--- src/rtl/i2c_stat_pkg.sv ---
package i2c_stat_pkg;
   localparam int unsigned STAT_W    = 16;
   localparam int unsigned BIT_ACK   = 15;
   localparam int unsigned BIT_TRS   = 14;
   localparam int unsigned BIT_BCL   = 10;
   localparam int unsigned BIT_GC    = 9;
   localparam int unsigned BIT_A10   = 8;
   localparam int unsigned BIT_WCOL  = 7;
   localparam int unsigned BIT_OVF   = 6;
   localparam int unsigned BIT_DA    = 5;
   localparam int unsigned BIT_STOP  = 4;
   localparam int unsigned BIT_START = 3;
   localparam int unsigned BIT_RW    = 2;
   localparam int unsigned BIT_RBF   = 1;
   localparam int unsigned BIT_TBF   = 0;

   typedef enum logic {PRIO_CLEAR = 1'b0, PRIO_SET = 1'b1} flag_prio_e;
endpackage

--- src/rtl/i2c_stat_flag.sv ---
module i2c_stat_flag
   import i2c_stat_pkg::*;
#(
   parameter flag_prio_e PRIO = PRIO_SET
) (
   input  logic clk,
   input  logic rst_n,
   input  logic set_i,
   input  logic clr_i,
   output logic q_o
);
   logic nxt;

   generate
      if (PRIO == PRIO_SET) begin : g_set_wins
         always_comb nxt = set_i ? 1'b1 : (clr_i ? 1'b0 : q_o);
      end else begin : g_clr_wins
         always_comb nxt = clr_i ? 1'b0 : (set_i ? 1'b1 : q_o);
      end
   endgenerate

   always_ff @(posedge clk or negedge rst_n) begin
      if (!rst_n) q_o <= 1'b0;
      else        q_o <= nxt;
   end
endmodule

--- src/rtl/i2c_stat_bufs.sv ---
module i2c_stat_bufs
   import i2c_stat_pkg::*;
#(
   parameter int unsigned DATA_W = 8
) (
   input  logic              clk,
   input  logic              rst_n,
   input  logic              eng_busy,
   input  logic              sw_tx_we,
   input  logic [DATA_W-1:0] sw_tx_data,
   input  logic              sw_rx_re,
   input  logic              ev_rx_byte,
   input  logic [DATA_W-1:0] ev_rx_data,
   input  logic              ev_tx_load,
   input  logic              clr_wcol,
   input  logic              clr_ovf,
   output logic [DATA_W-1:0] tx_data,
   output logic [DATA_W-1:0] rx_data,
   output logic              tbf,
   output logic              rbf,
   output logic              wcol,
   output logic              ovf,
   output logic              tx_accept
);
   generate
      if (DATA_W < 1 || DATA_W > 32) begin : g_bad_width
         $error("i2c_stat_bufs: DATA_W out of range");
      end
   endgenerate

   logic tx_reject, rx_take, rx_over;

   assign tx_reject = sw_tx_we & (eng_busy | tbf);
   assign tx_accept = sw_tx_we & ~tx_reject;
   assign rx_take   = ev_rx_byte & (~rbf | sw_rx_re);
   assign rx_over   = ev_rx_byte & rbf & ~sw_rx_re;

   i2c_stat_flag #(.PRIO(PRIO_SET)) u_tbf  (.clk(clk), .rst_n(rst_n), .set_i(tx_accept), .clr_i(ev_tx_load), .q_o(tbf));
   i2c_stat_flag #(.PRIO(PRIO_SET)) u_rbf  (.clk(clk), .rst_n(rst_n), .set_i(rx_take),   .clr_i(sw_rx_re),   .q_o(rbf));
   i2c_stat_flag #(.PRIO(PRIO_SET)) u_wcol (.clk(clk), .rst_n(rst_n), .set_i(tx_reject), .clr_i(clr_wcol),   .q_o(wcol));
   i2c_stat_flag #(.PRIO(PRIO_SET)) u_ovf  (.clk(clk), .rst_n(rst_n), .set_i(rx_over),   .clr_i(clr_ovf),    .q_o(ovf));

   always_ff @(posedge clk or negedge rst_n) begin
      if (!rst_n) begin
         tx_data <= '0;
         rx_data <= '0;
      end else begin
         if (tx_accept) tx_data <= sw_tx_data;
         if (rx_take)   rx_data <= ev_rx_data;
      end
   end

   AST_WCOL_RAISED:   assert property (@(posedge clk) disable iff (!rst_n) (sw_tx_we && (eng_busy || tbf)) |=> wcol);
   AST_TX_HELD:       assert property (@(posedge clk) disable iff (!rst_n) (sw_tx_we && (eng_busy || tbf)) |=> $stable(tx_data));
   AST_NO_OVERFLOW:   assert property (@(posedge clk) disable iff (!rst_n) (ev_rx_byte && rbf && !sw_rx_re) |=> (ovf && $stable(rx_data)));
   AST_RBF_DRAINED:   assert property (@(posedge clk) disable iff (!rst_n) (sw_rx_re && !ev_rx_byte) |=> !rbf);
   AST_WCOL_SET_WINS: assert property (@(posedge clk) disable iff (!rst_n) (clr_wcol && tx_reject) |=> wcol);
endmodule

--- src/rtl/i2c_status_unit.sv ---
module i2c_status_unit
   import i2c_stat_pkg::*;
#(
   parameter int unsigned DATA_W = 8
) (
   input  logic              clk,
   input  logic              rst_n,
   input  logic              ev_start,
   input  logic              ev_stop,
   input  logic              ev_addr_match,
   input  logic              ev_addr_rw,
   input  logic              ev_gcall,
   input  logic              ev_addr10,
   input  logic              ev_ack_done,
   input  logic              ev_ack_val,
   input  logic              ev_rx_byte,
   input  logic              ev_rx_is_data,
   input  logic [DATA_W-1:0] ev_rx_data,
   input  logic              ev_tx_start,
   input  logic              ev_tx_load,
   input  logic              ev_collision,
   input  logic              eng_busy,
   input  logic              sw_tx_we,
   input  logic [DATA_W-1:0] sw_tx_data,
   input  logic              sw_rx_re,
   input  logic              sw_clr_bcl,
   input  logic              sw_clr_wcol,
   input  logic              sw_clr_ovf,
   output logic [15:0]       status,
   output logic [DATA_W-1:0] rx_data,
   output logic [DATA_W-1:0] tx_data
);
   generate
      if (STAT_W != 16) begin : g_bad_stat
         $error("i2c_status_unit: status word must be 16 bits");
      end
   endgenerate

   // flag slots: 0 trs, 1 bcl, 2 gc, 3 a10, 4 start, 5 stop, 6 d/a
   localparam int unsigned NFLAG = 7;
   localparam logic [NFLAG-1:0] SET_WINS = 7'b0100011;
   localparam int F_TRS = 0, F_BCL = 1, F_GC = 2, F_A10 = 3, F_S = 4, F_P = 5, F_DA = 6;

   logic [NFLAG-1:0] fset, fclr, fq;
   logic tbf, rbf, wcol, ovf, tx_accept;
   logic ack_q, rw_q;

   i2c_stat_bufs #(.DATA_W(DATA_W)) u_bufs (
      .clk(clk), .rst_n(rst_n), .eng_busy(eng_busy),
      .sw_tx_we(sw_tx_we), .sw_tx_data(sw_tx_data), .sw_rx_re(sw_rx_re),
      .ev_rx_byte(ev_rx_byte), .ev_rx_data(ev_rx_data), .ev_tx_load(ev_tx_load),
      .clr_wcol(sw_clr_wcol), .clr_ovf(sw_clr_ovf),
      .tx_data(tx_data), .rx_data(rx_data), .tbf(tbf), .rbf(rbf),
      .wcol(wcol), .ovf(ovf), .tx_accept(tx_accept)
   );

   always_comb begin
      fset        = '0;
      fclr        = '0;
      fset[F_TRS] = ev_tx_start;   fclr[F_TRS] = ev_ack_done;
      fset[F_BCL] = ev_collision;  fclr[F_BCL] = sw_clr_bcl;
      fset[F_GC]  = ev_gcall;      fclr[F_GC]  = ev_stop;
      fset[F_A10] = ev_addr10;     fclr[F_A10] = ev_stop;
      fset[F_S]   = ev_start;      fclr[F_S]   = ev_stop;
      fset[F_P]   = ev_stop;       fclr[F_P]   = ev_start;
      fset[F_DA]  = tx_accept | (ev_rx_byte & ev_rx_is_data);
      fclr[F_DA]  = ev_addr_match;
   end

   genvar gi;
   generate
      for (gi = 0; gi < NFLAG; gi++) begin : g_flag
         i2c_stat_flag #(.PRIO(SET_WINS[gi] ? PRIO_SET : PRIO_CLEAR)) u_flag (
            .clk(clk), .rst_n(rst_n), .set_i(fset[gi]), .clr_i(fclr[gi]), .q_o(fq[gi])
         );
      end
   endgenerate

   always_ff @(posedge clk or negedge rst_n) begin
      if (!rst_n) begin
         ack_q <= 1'b0;
         rw_q  <= 1'b0;
      end else begin
         if (ev_ack_done)   ack_q <= ev_ack_val;
         if (ev_addr_match) rw_q  <= ev_addr_rw;
      end
   end

   always_comb begin
      status            = '0;
      status[BIT_ACK]   = ack_q;
      status[BIT_TRS]   = fq[F_TRS];
      status[BIT_BCL]   = fq[F_BCL];
      status[BIT_GC]    = fq[F_GC];
      status[BIT_A10]   = fq[F_A10];
      status[BIT_WCOL]  = wcol;
      status[BIT_OVF]   = ovf;
      status[BIT_DA]    = fq[F_DA];
      status[BIT_STOP]  = fq[F_P];
      status[BIT_START] = fq[F_S];
      status[BIT_RW]    = rw_q;
      status[BIT_RBF]   = rbf;
      status[BIT_TBF]   = tbf;
   end

   AST_ACK_FOLLOWS:   assert property (@(posedge clk) disable iff (!rst_n) ev_ack_done |=> (status[BIT_ACK] == $past(ev_ack_val)));
   AST_TRS_ENDS:      assert property (@(posedge clk) disable iff (!rst_n) (ev_ack_done && !ev_tx_start) |=> !status[BIT_TRS]);
   AST_BCL_STICKY:    assert property (@(posedge clk) disable iff (!rst_n) (status[BIT_BCL] && !sw_clr_bcl) |=> status[BIT_BCL]);
   AST_STOP_DROPS:    assert property (@(posedge clk) disable iff (!rst_n) ev_stop |=> (!status[BIT_GC] && !status[BIT_A10]));
   AST_SP_EXCLUSIVE:  assert property (@(posedge clk) disable iff (!rst_n) !(status[BIT_START] && status[BIT_STOP]));
   AST_DA_ON_MATCH:   assert property (@(posedge clk) disable iff (!rst_n) ev_addr_match |=> (!status[BIT_DA] && status[BIT_RW] == $past(ev_addr_rw)));
   AST_BCL_SET_WINS:  assert property (@(posedge clk) disable iff (!rst_n) (ev_collision && sw_clr_bcl) |=> status[BIT_BCL]);
endmodule

--- config.mk ---
export PLATFORM = sky130hd
export DESIGN_NAME = i2c_status_unit
export DESIGN_NICKNAME = d
export VERILOG_FILES = /design/src/rtl/i2c_stat_pkg.sv /design/src/rtl/i2c_stat_flag.sv /design/src/rtl/i2c_stat_bufs.sv /design/src/rtl/i2c_status_unit.sv
export SDC_FILE = /design/constraint.sdc
export NUM_CORES = 1
export LEC_CHECK = 0
export ABC_AREA = 1
export ABC_CLOCK_PERIOD_IN_PS = 3140
export BUFFER_PORTS_ARGS = -buffer_cell sky130_fd_sc_hd__buf_2
export CAP_MARGIN = 10
export CORE_MARGIN = 2
export CORE_UTILIZATION = 47
export CTS_CLUSTER_DIAMETER = 80
export DETAILED_ROUTE_END_ITERATION = 16
export PLACE_DENSITY = 0.84
export SLEW_MARGIN = 20
export SYNTH_ARGS = -nofsm -noshare
export SYNTH_HDL_FRONTEND = slang
export SYNTH_HIERARCHICAL = 1
export SYNTH_SLANG_ARGS = --single-unit
--- constraint.sdc ---
create_clock -name clk -period 3.14 [get_ports clk]
set_input_delay 0.314 -clock clk [delete_from_list [all_inputs] [get_ports clk]]
set_output_delay 0.314 -clock clk [all_outputs]
set_load 0.03 [all_outputs]
# Yosys cells after proc, flatten, opt, wreduce, memory -nomap -nowiden
# Cells that the tools add are included.
# word_totals
regBits	29
in_bits	37
wordCells	59
# op_classes
mux	22
bitwise_logic	12
reduce_logical	10
# op_table
op	count
$mux W1	22
$reduce_bool A2 Y1	10
$and A1 B1 Y1	6
$not A1 Y1	3
$or A1 B1 Y1	3

# Longest topological paths before layout
# logic_depth
ltp_word	7
ltp_mapped	7

# Modules after synthesis
# Netlist, hierarchy kept.
# modules_own_cells
mod	instances	cells_per_inst	area_per_inst_um2	seq_area_each_um2
i2c_stat_bufs	1	77	685.7	400.4
i2c_stat_flag (g_flag[0].u_flag ...)	7	5	40.0	25.0
i2c_status_unit	1	23	162.7	50.0
i2c_stat_flag (g_flag[2].u_flag ...)	4	3	32.5	25.0

# Worst setup path before layout
# OpenSTA, ideal clock, no wires.
# synth_timing
path_kind	register -> register
from	register u_bufs.u_tbf.q_o
to	register g_flag[6].u_flag.q_o
t_arrival_ns	0.941
required_time_ns	3.069
setup_slack_ns	2.128
stages_incl_launch_ff	8
path_buffers	0
period_less_slack_ns	1.012
cell_sequence	dfrtp_1 nor2_8 nand2_4 inv_2 inv_1 nand2_1 nor2_1 nor2_1
# synth_via
elab_chain_cells	6
# synth_rtl
element	line_no	source
start, declared	i2c_stat_flag.sv:10	output logic q_o
start signal, assigned	i2c_stat_flag.sv:24	else q_o <= nxt;
$or A1 B1 Y1	i2c_stat_bufs.sv:33	assign tx_reject = sw_tx_we & (eng_busy | tbf);
$and A1 B1 Y1	i2c_stat_bufs.sv:33	
$not A1 Y1	i2c_stat_bufs.sv:34	assign tx_accept = sw_tx_we & ~tx_reject;
$and A1 B1 Y1	i2c_stat_bufs.sv:34	
net tx_accept	i2c_status_unit.sv:45	logic tbf, rbf, wcol, ovf, tx_accept;
$or A1 B1 Y1	i2c_status_unit.sv:66	fset[F_DA] = tx_accept | (ev_rx_byte & ev_rx_is_data);
net fset[6]	i2c_status_unit.sv:44	logic [NFLAG-1:0] fset, fclr, fq;
$reduce_bool A2 Y1 (no line)	-	
end signal, assigned	i2c_stat_flag.sv:24	
end, declared	i2c_stat_flag.sv:10	
# The timed path passes the listed nets, and every way through them passes these cells.
# A chain may end at the register's enable or synchronous reset.

# Worst setup path after layout
# layout_timing
from	register u_bufs.u_tbf.q_o
to	output port status[0]
# layout_rtl
element	line_no	source
end, declared	i2c_status_unit.sv:29	output logic [15:0] status,
# No word-level cell between the ends.

==> results.env <==
RESULT_OF_THE_RUN='finished clean'
LAYOUT_CELL_SHARE_WITH_DRIVE_STRENGTH_BEYOND_1_PCT=36.0
FIRST_PASS_ITERS=4
POST-CTS-SETUP-BUFFERS=0
DRT-WIRELENGTH-PER-CELL_UM=9.88
CRITICAL_PATH_CLASS='register to output port'
TIMING.CRITICAL_PATH.SLOWEST_CELL_DELAY_PS=460
CRITPATHREQUIREDTIME_PS=2830
SYN-MEAN-INSTANCE-AREA_UM2=8.56
SYNTH-EDFF-COUNT=0
CRIT_PATH_START_KIND='register'
PLACEDCELLCOUNT=233
YS_TYPES=12
MIN_PERIOD_PS=1320
FINALCLOCKSKEW_PS=3.97
YOSYS_WARNINGS=6
SYNTH.LARGEST_AREA_CELL='sky130_fd_sc_hd__dfrtp_1'
TOTAL_POWER_DENSITY_PER_CELL_AREA_nW_PER_UM2=563
GRT_PASS1_WL_UM=4060
SYNTH-SEQ-AREA-SHARE_PCT=57.7
STATIC-LEAKAGE-POWER_uW=0.00101
CLKTRANSATPATHREGS_PS=80
NUM_ANTENNA_CELLS=0
FP.DIEH_UM=55.8
AREA_GROWTH_SYN_TO_LAYOUT_PCT=27.1
LAYOUTNONFILLERINSTCOUNT=241
GLOBALPLACE.CONGESTION=0.786
TOP_LEVEL_PORT_COUNT=69
GRT_START_MAX_NET_PINS=30
GRT_ANTENNA_BEFORE_REPAIR=0
FINAL.PERIOD_UTILIZATION_PCT=42.1
TIGHTEST_SLEW_PS=613
WORSTPATHBUFFERINVERTERCOUNT=1
MAX-VDD-IR-DROP_uV=355
CP.DEPTH=1
WORST_R2R_PATH_DEPTH=7
CLOCK.FMAX_GHz=0.756
TIMING.CRITICAL_PATH.FANOUT_MAX=3
WORSTPATHARRIVAL_PS=1010
DETAILEDROUTE.FIRSTITERATIONVIOLATIONS=34
PATH_CELLS='buf_2'
CTSRESIZECOUNT=0
CLOCK_INSERTION_DELAY_WORST_SKEW_PS=300
RRSETUPSLACK_PS=2060
GRT_SETUP_UNREPAIRED='false'
FINALSETUPTNS_PS=0
ROUTED_VIA_DENSITY=4.43
HPWL_AFTER_DPL_UM=1910
CLOCK_TREE.ROOT_CELL='sky130_fd_sc_hd__clkbuf_4'
DRT-TOTAL-WL_UM=2380
VIAS=1068
CP_SLOWEST_CELL='sky130_fd_sc_hd__dfrtp_1'
CRIT_FAMILY='flip-flops'
FINAL-MAX-SLEW-VIOLATION-COUNT=0
FP-ROW-COUNT=18
SYNTH_TOP_AREA_SHARE_PCT=57.7
ASYNC_FLOP_SHARE_PCT=100
DRT_DRC_VIOLATIONS_LEFT=0
SYNTH_TOP_FLOP_CELL='sky130_fd_sc_hd__dfrtp_1'
SYNTH.CELLS.MOST_FREQUENT='sky130_fd_sc_hd__nand2_1, sky130_fd_sc_hd__dfrtp_1, sky130_fd_sc_hd__inv_1'
CLOCK_SINK_COUNT=29
SYNTHTOPCELLSBYAREA='sky130_fd_sc_hd__dfrtp_1, sky130_fd_sc_hd__nand2_1, sky130_fd_sc_hd__nand3_1'
MIN-DELAY-PATH-CLASS='input pin to asynchronous set/reset pin'
FINISH.NET_COUNT=247
YOSYS.CELL_COUNT.TOP_TYPE='sky130_fd_sc_hd__nand2_1'
GRT_PASS1_VIAS=977
SYN_INST=147
TIMING.SLEW.HEADROOM_PCT=59.1
SYNTH_AREA_UM2=1260
POST_CTS_HOLD_BUFFERS=0
TRITONCTS_BUFFER_COUNT=5
TIMING.MAX_CAP.VIOLATIONS=0
DRT.ANTENNA.VIOLATING_NETS=0
TIMING.FINAL.HOLD_VIOLATIONS=0
SETUP-VIOLATIONS-FINAL=0
CORE_AREA_UM2=2500
CTS-HTREE-LEVELS=2
CTS-ROOT-TO-SINK-BUFFERS=2
STARTING_UTILIZATION_OF_THE_CORE_AREA_PCT=50.4
TRITONCTS='yes'
GRT.TOTAL_USAGE_PCT=17.0
GLOBALROUTEOVERFLOWTOTAL=0
PLACEMENT.IO_BUFFERS=65
DIE-AREA_UM2=3110
POSTSYNTHREGISTERBITS=29
WORSTSETUPENDPOINTTYPE='output port'
DIE_W_UM=55.8
==> path summary, 6_finish.rpt <==
path                                              start                          endpoint
max                        u_bufs/u_tbf/q_o$_DFFE_PN0P_                         status[0]
min                                               rst_n                 ack_q$_DFFE_PN0P_
max reg2reg                u_bufs/u_tbf/q_o$_DFFE_PN0P_  g_flag[6].u_flag/q_o$_DFFE_PN0P_
min reg2reg                u_bufs/u_ovf/q_o$_DFFE_PN0P_      u_bufs/u_ovf/q_o$_DFFE_PN0P_
max in group asynchronous                         rst_n     u_bufs/rx_data[2]$_DFFE_PN0P_
min in group clk                          ev_addr_match  g_flag[6].u_flag/q_o$_DFFE_PN0P_
==> flip-flops by register name (all words and copies together) (netlist names) <==
register / cells
u_bufs/rx_data: 8
u_bufs/tx_data: 8
g_flag.u_flag/q_o: 7
ack_q: 1
rw_q: 1
u_bufs/u_ovf/q_o: 1
u_bufs/u_rbf/q_o: 1
u_bufs/u_tbf/q_o: 1
u_bufs/u_wcol/q_o: 1
==> area by class of cell <==
type                            instances  area, um^2
Sequential cell                        29         726
Multi-Input combinational cell         88         384
Inverter                               21        78.8
Clock buffer                            8        48.8
Tap cell                               30        37.5
Timing Repair Buffer                   65         325
Fill cell                             238         900
==> power by group <==
group | switching, uW | internal, uW | total, uW | leakage, uW
Clock | 106 | 89.0 | 195 | 0.0000265
Sequential | 26.2 | 421 | 447 | 0.000353
Combinational | 182 | 76.3 | 258 | 0.000627
Total | 314 | 586 | 901 | 0.00101
==> worst register-to-register path, cell delays in order, from the launching register on <==
cell and delay [ps]:
sky130_fd_sc_hd__dfrtp_1 450, sky130_fd_sc_hd__nor2_8 210, sky130_fd_sc_hd__nand2_4 110, sky130_fd_sc_hd__inv_2 70, sky130_fd_sc_hd__inv_1 30, sky130_fd_sc_hd__nand2_1 50
sky130_fd_sc_hd__nor2_1 40, sky130_fd_sc_hd__nor2_1 70
==> metal layers <==
metal / vias up / wire length, um / part of all wire, % / track usage [%]
li1: 554 / - / - / -
met1: 469 / 957 / 40 / 18.7
met2: 40 / 1190 / 50 / 28.9
met3: 5 / 187 / 7.9 / 5.12
met4: 0 / 43 / 1.8 / 10.1
met5: - / 0 / 0 / 0
==> stage by stage <==
step	total power (uW)	setup slack (ps)	cell area, um^2	util [%]	hold WS [ps]
after floorplan	635	2130	1270	-	18.4
after global placement	711	2090	1550	62.1	364
after detailed placement	716	2060	1550	62.1	366
after CTS	919	1790	1600	64.0	21.3
after global routing	963	1750	1600	64.0	49.0
final	901	1820	1600	64.0	13.0
==> cells by family after synthesis <==
| logic type | count (synthesis) | share of synthesized area [%] |
|---|---|---|
| and+or+nand+nor | 85 | 29.6 |
| buffers and inverters | 32 | 12.4 |
| DFF | 29 | 57.7 |
| other | 1 | 0.298 |
==> placed cells by master, fill, tap and decap left out <==
| cell type | count |
|---|---|
| sky130_fd_sc_hd__buf_2 | 65 |
| sky130_fd_sc_hd__nand2_1 | 55 |
| sky130_fd_sc_hd__dfrtp_1 | 29 |
| sky130_fd_sc_hd__inv_1 | 19 |
| sky130_fd_sc_hd__nand3_1 | 16 |
| sky130_fd_sc_hd__nor2_1 | 10 |
| sky130_fd_sc_hd__clkbuf_4 | 5 |
| sky130_fd_sc_hd__conb_1 | 3 |
| sky130_fd_sc_hd__clkbuf_1 | 3 |
| sky130_fd_sc_hd__nand2_4 | 2 |
| sky130_fd_sc_hd__inv_2 | 2 |
| sky130_fd_sc_hd__nor2_8 | 1 |
| sky130_fd_sc_hd__nand2_2 | 1 |
No activity file was read; power rests on OpenSTA's default activity.
